## src/rtl/dac_hold_pkg.sv

```systemverilog
package dac_hold_pkg;
   // overflow bits, underflow bits, then one sleep-error bit
   function automatic int flag_width(input int n_ch);
      return 2 * n_ch + 1;
   endfunction
endpackage

```

## src/rtl/dac_hold_chan.sv

```systemverilog
module dac_hold_chan #(
   parameter int DATA_W = 12
) (
   input  logic              clk,
   input  logic              rst_n,
   input  logic              en_i,
   input  logic              sync_i,
   input  logic              wr_i,
   input  logic [DATA_W-1:0] wr_data_i,
   input  logic              trig_i,
   input  logic              done_i,
   output logic              dma_req_o,
   output logic              conv_valid_o,
   output logic [DATA_W-1:0] conv_data_o,
   output logic              done_pulse_o,
   output logic              ovf_set_o,
   output logic              udf_set_o
);
   logic              full_q;
   logic [DATA_W-1:0] hold_q;
   logic [DATA_W-1:0] out_q;
   logic              valid_q;
   logic              done_seen_q;
   logic              done_q;
   logic              wr;
   logic              tg;
   logic              drop;

   assign wr   = en_i & wr_i;
   assign tg   = en_i & trig_i;
   assign drop = wr & full_q & ~tg;

   always_ff @(posedge clk or negedge rst_n) begin
      if (!rst_n) begin
         full_q      <= 1'b0;
         hold_q      <= '0;
         out_q       <= '0;
         valid_q     <= 1'b0;
         done_seen_q <= 1'b0;
         done_q      <= 1'b0;
      end else begin
         valid_q <= tg;
         if (tg && full_q) out_q <= hold_q;
         if (wr && !drop) hold_q <= wr_data_i;
         full_q      <= wr | (full_q & ~tg);
         done_seen_q <= done_i;
         done_q      <= done_i & ~done_seen_q & sync_i;
      end
   end

   assign dma_req_o    = en_i & ~full_q;
   assign conv_valid_o = valid_q;
   assign conv_data_o  = out_q;
   assign done_pulse_o = done_q;
   assign ovf_set_o    = drop;
   assign udf_set_o    = tg & ~full_q;

   // a trigger without a write leaves the register empty
   a_r3_trig_empties: assert property (@(posedge clk) disable iff (!rst_n)
      (tg && !wr) |=> !full_q);
   // a dropped write keeps the held sample
   a_r4_drop_keeps: assert property (@(posedge clk) disable iff (!rst_n)
      drop |=> $stable(hold_q));
   // an underflow repeats the last sample
   a_r5_udf_repeat: assert property (@(posedge clk) disable iff (!rst_n)
      (tg && !full_q) |=> (conv_valid_o && $stable(conv_data_o)));
   // simultaneous write and trigger on a full register
   a_r6_swap: assert property (@(posedge clk) disable iff (!rst_n)
      (tg && wr && full_q) |=> (full_q && conv_data_o == $past(hold_q)));
   // the completion pulse lasts one cycle
   a_r7_done_single: assert property (@(posedge clk) disable iff (!rst_n)
      done_pulse_o |=> !done_pulse_o);
   // a disabled channel starts no conversion
   a_r11_disabled_idle: assert property (@(posedge clk) disable iff (!rst_n)
      !en_i |=> !conv_valid_o);
endmodule

```

## src/rtl/dac_hold_flags.sv

```systemverilog
module dac_hold_flags #(
   parameter int N_CH   = 2,
   parameter int FLAG_W = 5
) (
   input  logic              clk,
   input  logic              rst_n,
   input  logic [N_CH-1:0]   ovf_set_i,
   input  logic [N_CH-1:0]   udf_set_i,
   input  logic              sleep_req_i,
   input  logic              sync_i,
   input  logic [N_CH-1:0]   ch_en_i,
   input  logic [FLAG_W-1:0] clr_i,
   input  logic [FLAG_W-1:0] irq_en_i,
   output logic [FLAG_W-1:0] flags_o,
   output logic              irq_o
);
   logic [FLAG_W-1:0] flags_q;
   logic [FLAG_W-1:0] set_vec;

   assign set_vec = {sleep_req_i & sync_i & (|ch_en_i), udf_set_i, ovf_set_i};

   always_ff @(posedge clk or negedge rst_n) begin
      if (!rst_n) flags_q <= '0;
      else        flags_q <= (flags_q & ~clr_i) | set_vec;
   end

   assign flags_o = flags_q;
   assign irq_o   = |(flags_q & irq_en_i);

   // a set flag is only lost through its clear bit
   a_r9_sticky: assert property (@(posedge clk) disable iff (!rst_n)
      1'b1 |=> (($past(flags_q) & ~$past(clr_i) & ~flags_q) == '0));
   // a set event wins over a clear in the same cycle
   a_r9_set_wins: assert property (@(posedge clk) disable iff (!rst_n)
      (set_vec != '0) |=> ((flags_q & $past(set_vec)) == $past(set_vec)));
   // sleep request in synchronous mode with a channel running
   a_r8_sleep_err: assert property (@(posedge clk) disable iff (!rst_n)
      (sleep_req_i && sync_i && (ch_en_i != '0)) |=> flags_q[FLAG_W-1]);
endmodule

```

## src/rtl/dac_hold_ctrl.sv

```systemverilog
module dac_hold_ctrl #(
   parameter int N_CH   = 2,
   parameter int DATA_W = 12,
   localparam int FLAG_W = dac_hold_pkg::flag_width(N_CH)
) (
   input  logic                   clk,
   input  logic                   rst_n,
   input  logic [N_CH-1:0]        ch_en,
   input  logic                   sync_mode,
   input  logic [N_CH-1:0]        wr_en,
   input  logic [N_CH*DATA_W-1:0] wr_data,
   input  logic [N_CH-1:0]        trig,
   input  logic [N_CH-1:0]        conv_done,
   input  logic                   sleep_req,
   input  logic [FLAG_W-1:0]      flag_clr,
   input  logic [FLAG_W-1:0]      irq_en,
   output logic [N_CH-1:0]        dma_req,
   output logic [N_CH-1:0]        conv_valid,
   output logic [N_CH*DATA_W-1:0] conv_data,
   output logic [N_CH-1:0]        done_pulse,
   output logic [FLAG_W-1:0]      flags,
   output logic                   irq
);
   initial begin
      if (N_CH < 1 || N_CH > 8)
         $fatal(1, "dac_hold_ctrl: N_CH out of range");
      if (DATA_W < 2 || DATA_W > 32)
         $fatal(1, "dac_hold_ctrl: DATA_W out of range");
   end

   logic [N_CH-1:0] ovf_set;
   logic [N_CH-1:0] udf_set;

   for (genvar c = 0; c < N_CH; c++) begin : g_ch
      dac_hold_chan #(.DATA_W(DATA_W)) u_chan (
         .clk          (clk),
         .rst_n        (rst_n),
         .en_i         (ch_en[c]),
         .sync_i       (sync_mode),
         .wr_i         (wr_en[c]),
         .wr_data_i    (wr_data[c*DATA_W +: DATA_W]),
         .trig_i       (trig[c]),
         .done_i       (conv_done[c]),
         .dma_req_o    (dma_req[c]),
         .conv_valid_o (conv_valid[c]),
         .conv_data_o  (conv_data[c*DATA_W +: DATA_W]),
         .done_pulse_o (done_pulse[c]),
         .ovf_set_o    (ovf_set[c]),
         .udf_set_o    (udf_set[c])
      );
   end

   dac_hold_flags #(.N_CH(N_CH), .FLAG_W(FLAG_W)) u_flags (
      .clk         (clk),
      .rst_n       (rst_n),
      .ovf_set_i   (ovf_set),
      .udf_set_i   (udf_set),
      .sleep_req_i (sleep_req),
      .sync_i      (sync_mode),
      .ch_en_i     (ch_en),
      .clr_i       (flag_clr),
      .irq_en_i    (irq_en),
      .flags_o     (flags),
      .irq_o       (irq)
   );
endmodule

```

## config.mk

```make
export PLATFORM = sky130hd
export DESIGN_NAME = dac_hold_ctrl
export DESIGN_NICKNAME = d
export VERILOG_FILES = /design/src/rtl/dac_hold_pkg.sv /design/src/rtl/dac_hold_chan.sv /design/src/rtl/dac_hold_flags.sv /design/src/rtl/dac_hold_ctrl.sv
export SDC_FILE = /design/constraint.sdc
export NUM_CORES = 1
export LEC_CHECK = 0
export ABC_CLOCK_PERIOD_IN_PS = 1200
export BUFFER_PORTS_ARGS = -buffer_cell sky130_fd_sc_hd__buf_2
export CORE_ASPECT_RATIO = 1.4
export CORE_UTILIZATION = 44
export CTS_CLUSTER_SIZE = 10
export DETAILED_ROUTE_END_ITERATION = 6
export HOLD_SLACK_MARGIN = 0.03
export PLACE_DENSITY = 0.75
export SYNTH_ARGS = -nofsm -noshare
export SYNTH_HDL_FRONTEND = slang
export SYNTH_HIERARCHICAL = 1
export SYNTH_SLANG_ARGS = --single-unit
```

## constraint.sdc

```tcl
create_clock -name clk -period 1.2 [get_ports clk]
set_input_delay 0.24 -clock clk [delete_from_list [all_inputs] [get_ports clk]]
set_output_delay 0.24 -clock clk [all_outputs]
set_load 0.01 [all_outputs]
```

==> parameters.txt, run 1 <==
Parameter                              Value

Outcome
  Result of the run ... finished, violations left
  Failing checks ... setup timing

Finish
  Synth-to-layout area growth ... 51.9%
  Utilization after layout ... a little under three quarters
  ANT cells ... 0
  Ratio of cells with drive above 1 in the final layout ... 63.8%
  Filler cell count in the final layout ... roughly 350
  Most common library cell in the layout ignoring fill and taps ... sky130_fd_sc_hd__buf_2
  Net count of the finished layout ... about 310
  Commonest cells after routing, fill and taps aside ... 79 x sky130_fd_sc_hd__buf_2, 61 x sky130_fd_sc_hd__dfrtp_1, 48 x sky130_fd_sc_hd__mux2_4
  Final cell area excluding filler cells ... approximately 3500 sq um

Job
  Max Cap Viol ... 0

Detailed routing
  Post-detailed-route count of antenna-violating nets ... 0
  Detailed-routing iteration count for the pre-antenna-repair pass ... 5
  Total vias in the final route ... between 1,500 and 2,000
  DR DRC count ... 0
  Number of DRC markers in iteration 0 ... 50
  Routed wirelength normalized by instance count ... 15.9 microns
  Total routed wirelength ... 5340 microns
  Vias/cell ... ~4.8

Clock tree
  Clock-pin slew on the worst setup and hold paths ... 0.06 ns
  Clk sinks ... 61
  Number of levels the H-tree was split into ... 3
  Master cell of the clock root buffer ... sky130_fd_sc_hd__clkbuf_8
  Clock tree from TritonCTS ... done
  Later-pin clock latency in the skew report ... between 0.3 and 0.4 ns
  CTS buffer count ... 9
  Buffer levels on the longest clock path ... 2

Worst setup path
  Critical path's top delay family ... flip-flops
  Cells along the critical path ... a222oi_1, nand2_1, buf_2
  CP Capture Type ... primary output
  Critical path class ... reg2out
  Arrival @ worst endpoint ... 1.34 ns
  Worst setup SP type ... flip-flop
  Slowest Stage Delay on Critical Path ... slightly above 0.4 ns
  Worst Path Max Fanout ... 3
  Crit path required time ... 0.96 ns
  Critical-path top delay cell ... sky130_fd_sc_hd__dfrtp_1
  Bufs and invs on worst path ... 1

STA
  Final setup viols ... about 50
  Setup slack after layout ... -0.377 ns
  Peak clock frequency supported by timing ... 634 MHz
  Final clock skew ... 0.00755 ns
  Period utilisation layout ... 131%
  Final Hold Fails ... 0
  RSZ-0062 raised after global routing ... true
  Slew at the pin closest to its max-slew limit ... 0.318 ns
  Total count of max-transition violations in the final report ... 0
  Setup total negative slack ... -5.12 ns
  Worst slew margin ... 78.8%
  WHS ... 0.0460 ns
  Final worst path period need ... 1.58 ns

Synth
  Synth warnings ... 6
  Distinct cell type count after synthesis ... 16
  Sequential cell area fraction in the yosys report ... 65.7%
  Syn nets ... around 200
  Post-synthesis instance area ... 2320 sq um
  Gate Count Post-Synth ... 153
  Mean Syn Cell Area ... 15.2 sq um
  Top cell type's share of synthesized area ... between 60 and 70%
  Library cell occupying the most area in the post-synthesis netlist ... sky130_fd_sc_hd__dfrtp_1
  Top area cells in the synthesized netlist ... sky130_fd_sc_hd__dfrtp_1 66%, sky130_fd_sc_hd__mux2_2 23%, sky130_fd_sc_hd__buf_6 1.9%
  Number of storage elements in the synthesis netlist ... 61

Hold path
  Min-Delay Path Class ... in2reg

GRT
  GRT Total Usage ... 18.8%
  Wire length of the first global-routing pass ... 7790 microns
  GRT overflow ... 0
  Pin count of the biggest net entering global routing ... slightly above 60
  Initial antenna violation count ... 0
  Number of global-route vias before repair ... between 1,500 and 2,000

Place
  HPWL after DPL ... 3180 microns
  Placer's final routability congestion estimate ... 0.761
  Port buffer count ... 81
  Placed Instance Area ... 2920 sq um
  Pre-CTS WS ... -0.0323 ns

Die
  Placeable core region ... 4950 sq um
  Die width ... 63.4 microns
  Initial core utilization ... 46.9%
  # IOs ... 82
  # rows ... 30
  Area of the die ... 5580 sq um
  Die height ... 88.0 microns

Power
  Maximum resistive drop on vdd ... approximately 0.90 mV
  Total power per unit cell area ... 1780 nW/um^2
  Leakage power ... between 1.5 and 2 nW
cells in the mapped netlist:
cell,n
sky130_fd_sc_hd__a21o_1,4
sky130_fd_sc_hd__a21oi_2,2
sky130_fd_sc_hd__a222oi_1,1
sky130_fd_sc_hd__a22oi_1,1
sky130_fd_sc_hd__buf_6,4
sky130_fd_sc_hd__dfrtp_1,61
sky130_fd_sc_hd__inv_1,11
sky130_fd_sc_hd__mux2_2,48
sky130_fd_sc_hd__nand2_1,7
sky130_fd_sc_hd__nand3_2,2
sky130_fd_sc_hd__nor2_1,4
sky130_fd_sc_hd__nor2b_1,2
sky130_fd_sc_hd__nor3_1,2
sky130_fd_sc_hd__o211ai_1,1
sky130_fd_sc_hd__o21ai_0,2
sky130_fd_sc_hd__o21ai_1,1
repair_timing:
item | in CTS | in global routing
cloned | 1 | 2
pin swaps | 1 | 3
buffers inserted | 6 | 3
resized for setup | 39 | 29
hold buffers | 2 | 0
hold endpoints to repair | 62 | 0
setup endpoints to repair | 21 | 52
metal layers:
| metal | vias to the layer above | track usage [%] | wire length [microns] |
|---|---|---|---|
| met5 | - | 0 | 0 |
| met4 | 0 | 11.8 | 78 |
| met3 | 7 | 2.99 | 150 |
| met2 | 45 | 32.7 | 2910 |
| met1 | 814 | 21.5 | 2200 |
| li1 | 753 | - | - |
logic make-up (layout without fill, tap and decap cells):
logic type             count (synthesis)  count (layout)  share of synthesized area (%)
AO/OA/AOI/OAI                         12              12                           3.77
buffers and inverters                 15             133                           3.71
flip-flops                            61              61                           65.7
multiplexers                          48              48                           23.3
AND/OR/NAND/NOR                       17              17                           3.61
state kept, by name, summed over array words and instances, names as in the netlist:
name and flops:
g_ch.u_chan/done_pulse_o 2, g_ch.u_chan/done_seen_q 2, g_ch.u_chan/conv_valid_o 2, g_ch.u_chan/full_q 2
g_ch.u_chan/hold_q 24, u_flags/flags_o 5, g_ch.u_chan/conv_data_o 24
power breakdown:
group,switching (W),internal [W]
logic,0.000616,0.00105
registers,0.000295,0.00255
clock network,0.000727,0.00105
total,0.00164,0.00465
layout make-up:
cell class	instances	area [sq um]	area share [%]
clock inverter	4	47.5	1.35
inverter	11	41.3	1.17
timing repair buffer	107	754	21.4
sequential	61	1530	43.2
tap	64	80.1	2.27
clock buffer	11	151	4.29
multi-input combinational	77	930	26.3
through the flow:
stage                     std cells  power, W
final                           335   0.00629
after global routing            335   0.00657
after CTS                       331   0.00613
after detailed placement        308   0.00408
after global placement          308   0.00402
after floorplan                 153   0.00346
path summary, 6_finish.rpt:
kind                                                 end                  startpoint  cells past startpoint  slack (ns)
min in group asynchronous       g_ch[0].u_chan/hold_q[7]                       rst_n                      3        0.47
hold / removal                g_ch[1].u_chan/done_seen_q                conv_done[1]                      1        0.05
setup reg to reg                g_ch[1].u_chan/hold_q[7]       g_ch[1].u_chan/full_q                      4       -0.15
max in group asynchronous  g_ch[0].u_chan/conv_data_o[1]                       rst_n                      3        0.48
setup / recovery                                     irq          u_flags/flags_o[0]                      3       -0.38
hold reg to reg              g_ch[1].u_chan/done_pulse_o  g_ch[1].u_chan/done_seen_q                      1        0.39
No activity file was read; power rests on OpenSTA's default activity.
==> run 2, diff against run 1 <==
--- a/config.mk
+++ b/config.mk
@@ -8,11 +8,12 @@
 export ABC_CLOCK_PERIOD_IN_PS = 1200
 export BUFFER_PORTS_ARGS = -buffer_cell sky130_fd_sc_hd__buf_2
 export CORE_ASPECT_RATIO = 1.4
-export CORE_UTILIZATION = 44
+export CORE_UTILIZATION = 45
+export CTS_BUF_LIST = sky130_fd_sc_hd__clkbuf_8
 export CTS_CLUSTER_SIZE = 10
 export DETAILED_ROUTE_END_ITERATION = 6
 export HOLD_SLACK_MARGIN = 0.03
-export PLACE_DENSITY = 0.75
+export PLACE_DENSITY = 0.76
 export SYNTH_ARGS = -nofsm -noshare
 export SYNTH_HDL_FRONTEND = slang
 export SYNTH_HIERARCHICAL = 1
==> run 2 against run 1 <==
Compared with the run above: the flow still finishes with violations (setup timing); clock power decreased by 2%; die area decreased by 2.2%; combinational power hardly changed; global-route usage increased by 1.8 points; final area down 0.74%; fmax up 6.9%; total power decreased by 0.63%; cell count rose by 0.60%; sequential share of layout area increased by 0.32 points; register-to-register slack better by 0.05 ns; critical path type unchanged; critical endpoint unchanged; largest power group unchanged; highest routed layer unchanged.
==> parameters.txt, run 2 (same netlist as run 1, synthesis figures left out) <==
Parameter                              Value

GRT
  Initial antenna violation count ... 0
  GRT Total Usage ... 20.6%
  Wire length of the first global-routing pass ... around 8300 microns
  Number of global-route vias before repair ... between 1,500 and 2,000
  Pin count of the biggest net entering global routing ... 62
  GRT overflow ... 0

Outcome
  Result of the run ... finished, violations left
  Failing checks ... setup timing

STA
  RSZ-0062 raised after global routing ... true
  Peak clock frequency supported by timing ... slightly below 700 MHz
  Final Hold Fails ... 0
  Total count of max-transition violations in the final report ... 0
  Period utilisation layout ... 123%
  Final setup viols ... 45
  Setup slack after layout ... -0.276 ns
  Final clock skew ... 0.00558 ns
  Setup total negative slack ... -2.90 ns
  Worst slew margin ... 78.0%
  WHS ... 0.0627 ns
  Slew at the pin closest to its max-slew limit ... ~0.33 ns
  Final worst path period need ... 1.48 ns

Die
  Area of the die ... 5460 sq um
  Initial core utilization ... 47.3%
  # IOs ... 82
  Die width ... between 60 and 70 microns
  # rows ... 30
  Die height ... 87.0 microns
  Placeable core region ... approximately 5000 sq um

Detailed routing
  Max Used Layer ... met4
  Routed wl met3 ... 194 microns
  DR DRC count ... 0
  Met2 WL ... 2960 microns
  Vias/cell ... 4.88
  Detailed-routing iteration count for the pre-antenna-repair pass ... 4
  Total routed wirelength ... between 5000 and 6000 microns
  Routed wirelength normalized by instance count ... 16.3 microns
  Post-detailed-route count of antenna-violating nets ... 0
  Number of DRC markers in iteration 0 ... 103
  Post-route met1 wirelength ... between 2000 and 2500 microns
  Total vias in the final route ... 1,644

Finish
  ANT cells ... 0
  Post-route non-filler standard cell count ... 337
  Commonest cells after routing, fill and taps aside ... 79 x sky130_fd_sc_hd__buf_2, 61 x sky130_fd_sc_hd__dfrtp_1, 48 x sky130_fd_sc_hd__mux2_4
  Ratio of cells with drive above 1 in the final layout ... 63.0%
  Most common library cell in the layout ignoring fill and taps ... sky130_fd_sc_hd__buf_2
  Synth-to-layout area growth ... 50.8%
  Filler cell count in the final layout ... 337
  Net count of the finished layout ... about 310

Clock tree
  Clock tree from TritonCTS ... done
  CTS buffer count ... 9
  Clk sinks ... between 60 and 70
  Clock-pin slew on the worst setup and hold paths ... 0.06 ns
  Master cell of the clock root buffer ... sky130_fd_sc_hd__clkbuf_8
  Later-pin clock latency in the skew report ... 0.33 ns
  Number of levels the H-tree was split into ... 3
  Buffer levels on the longest clock path ... 2

Worst setup path
  CP Capture Type ... primary output
  Critical path class ... reg2out
  Crit path required time ... 0.96 ns
  Arrival @ worst endpoint ... 1.24 ns
  Slowest Stage Delay on Critical Path ... 0.39 ns
  Worst setup SP type ... flip-flop
  Worst Path Max Fanout ... 2
  Critical-path top delay cell ... sky130_fd_sc_hd__dfrtp_1
  Cells along the critical path ... a222oi_1, nand2_1, buf_2

Power
  Total power per unit cell area ... 1780 nW/um^2
  Leakage power ... 1.90 nW
  Maximum resistive drop on vdd ... 1.06 mV

Place
  Placed insts ... roughly 310
  Pre-CTS WS ... -0.0438 ns
  Placer's final routability congestion estimate ... between 0.8 and 0.9
  HPWL after DPL ... 3240 microns
  Port buffer count ... 81

Job
  Max Cap Viol ... 0

Hold path
  Min-Delay Path Class ... in2reg
==> run 2: per-stage QoR <==
stage	power, W	util (%)	area [sq um]
floorplan	0.00346	-	2320
finish	0.00625	71.3	3500
global route	0.00657	71.3	3500
global placement	0.00402	59.6	2930
CTS	0.00604	67.4	3320
detailed placement	0.00409	59.6	2930
==> run 2: final timing paths <==
| path | cells past startpoint | slack (ns) | from | endpoint |
|---|---|---|---|---|
| setup / recovery | 3 | -0.28 | u_flags/flags_o[3] | irq |
| hold / removal | 1 | 0.06 | conv_done[0] | g_ch[0].u_chan/done_seen_q |
| setup reg to reg | 4 | -0.10 | g_ch[0].u_chan/full_q | g_ch[0].u_chan/hold_q[11] |
| hold reg to reg | 1 | 0.39 | g_ch[1].u_chan/done_seen_q | g_ch[1].u_chan/done_pulse_o |
| max in group asynchronous | 3 | 0.47 | rst_n | g_ch[0].u_chan/hold_q[7] |
| min in group asynchronous | 3 | 0.45 | rst_n | g_ch[0].u_chan/conv_data_o[0] |
==> run 2: final cells by class <==
cell class                      count  area, sq um  area share, %
Sequential cell                    61         1530           43.6
Multi-Input combinational cell     77          922           26.3
Timing Repair Buffer              108          742           21.2
Clock buffer                       10          138           3.93
Tap cell                           64         80.1           2.28
Clock inverter                      6         55.1           1.57
Inverter                           11         41.3           1.18
==> run 2: timing repair <==
item                                    4_1_cts  5_1_grt
pin swaps                                     0        1
endpoints found under the setup margin       28       53
gates cloned                                  0        2
hold buffers                                  2        0
setup buffers                                 6        5
hold endpoints to repair                     62        0
gates resized for setup                      32       27
==> run 2: metal layers <==
metal | GRT usage (%) | vias up
met5 | 0 | -
met4 | 10.1 | 0
met3 | 4.97 | 8
met2 | 33.9 | 46
met1 | 25.4 | 835
li1 | - | 755
==> run 2: worst max-delay path: cells and delay by family, from the launching register on <==
kind                   cells  cell delay (ns)
AND/OR/NAND/NOR            1             0.07
buffers and inverters      1             0.14
flip-flops                 1             0.39
AO/OA/AOI/OAI              1             0.30
==> run 2: power breakdown <==
group | switching [W] | internal [W] | leakage (nW)
combinational | 0.000629 | 0.00105 | 1.06
clock | 0.000749 | 0.000993 | 0.105
sequential | 0.000285 | 0.00255 | 0.732
total | 0.00166 | 0.00459 | 1.90
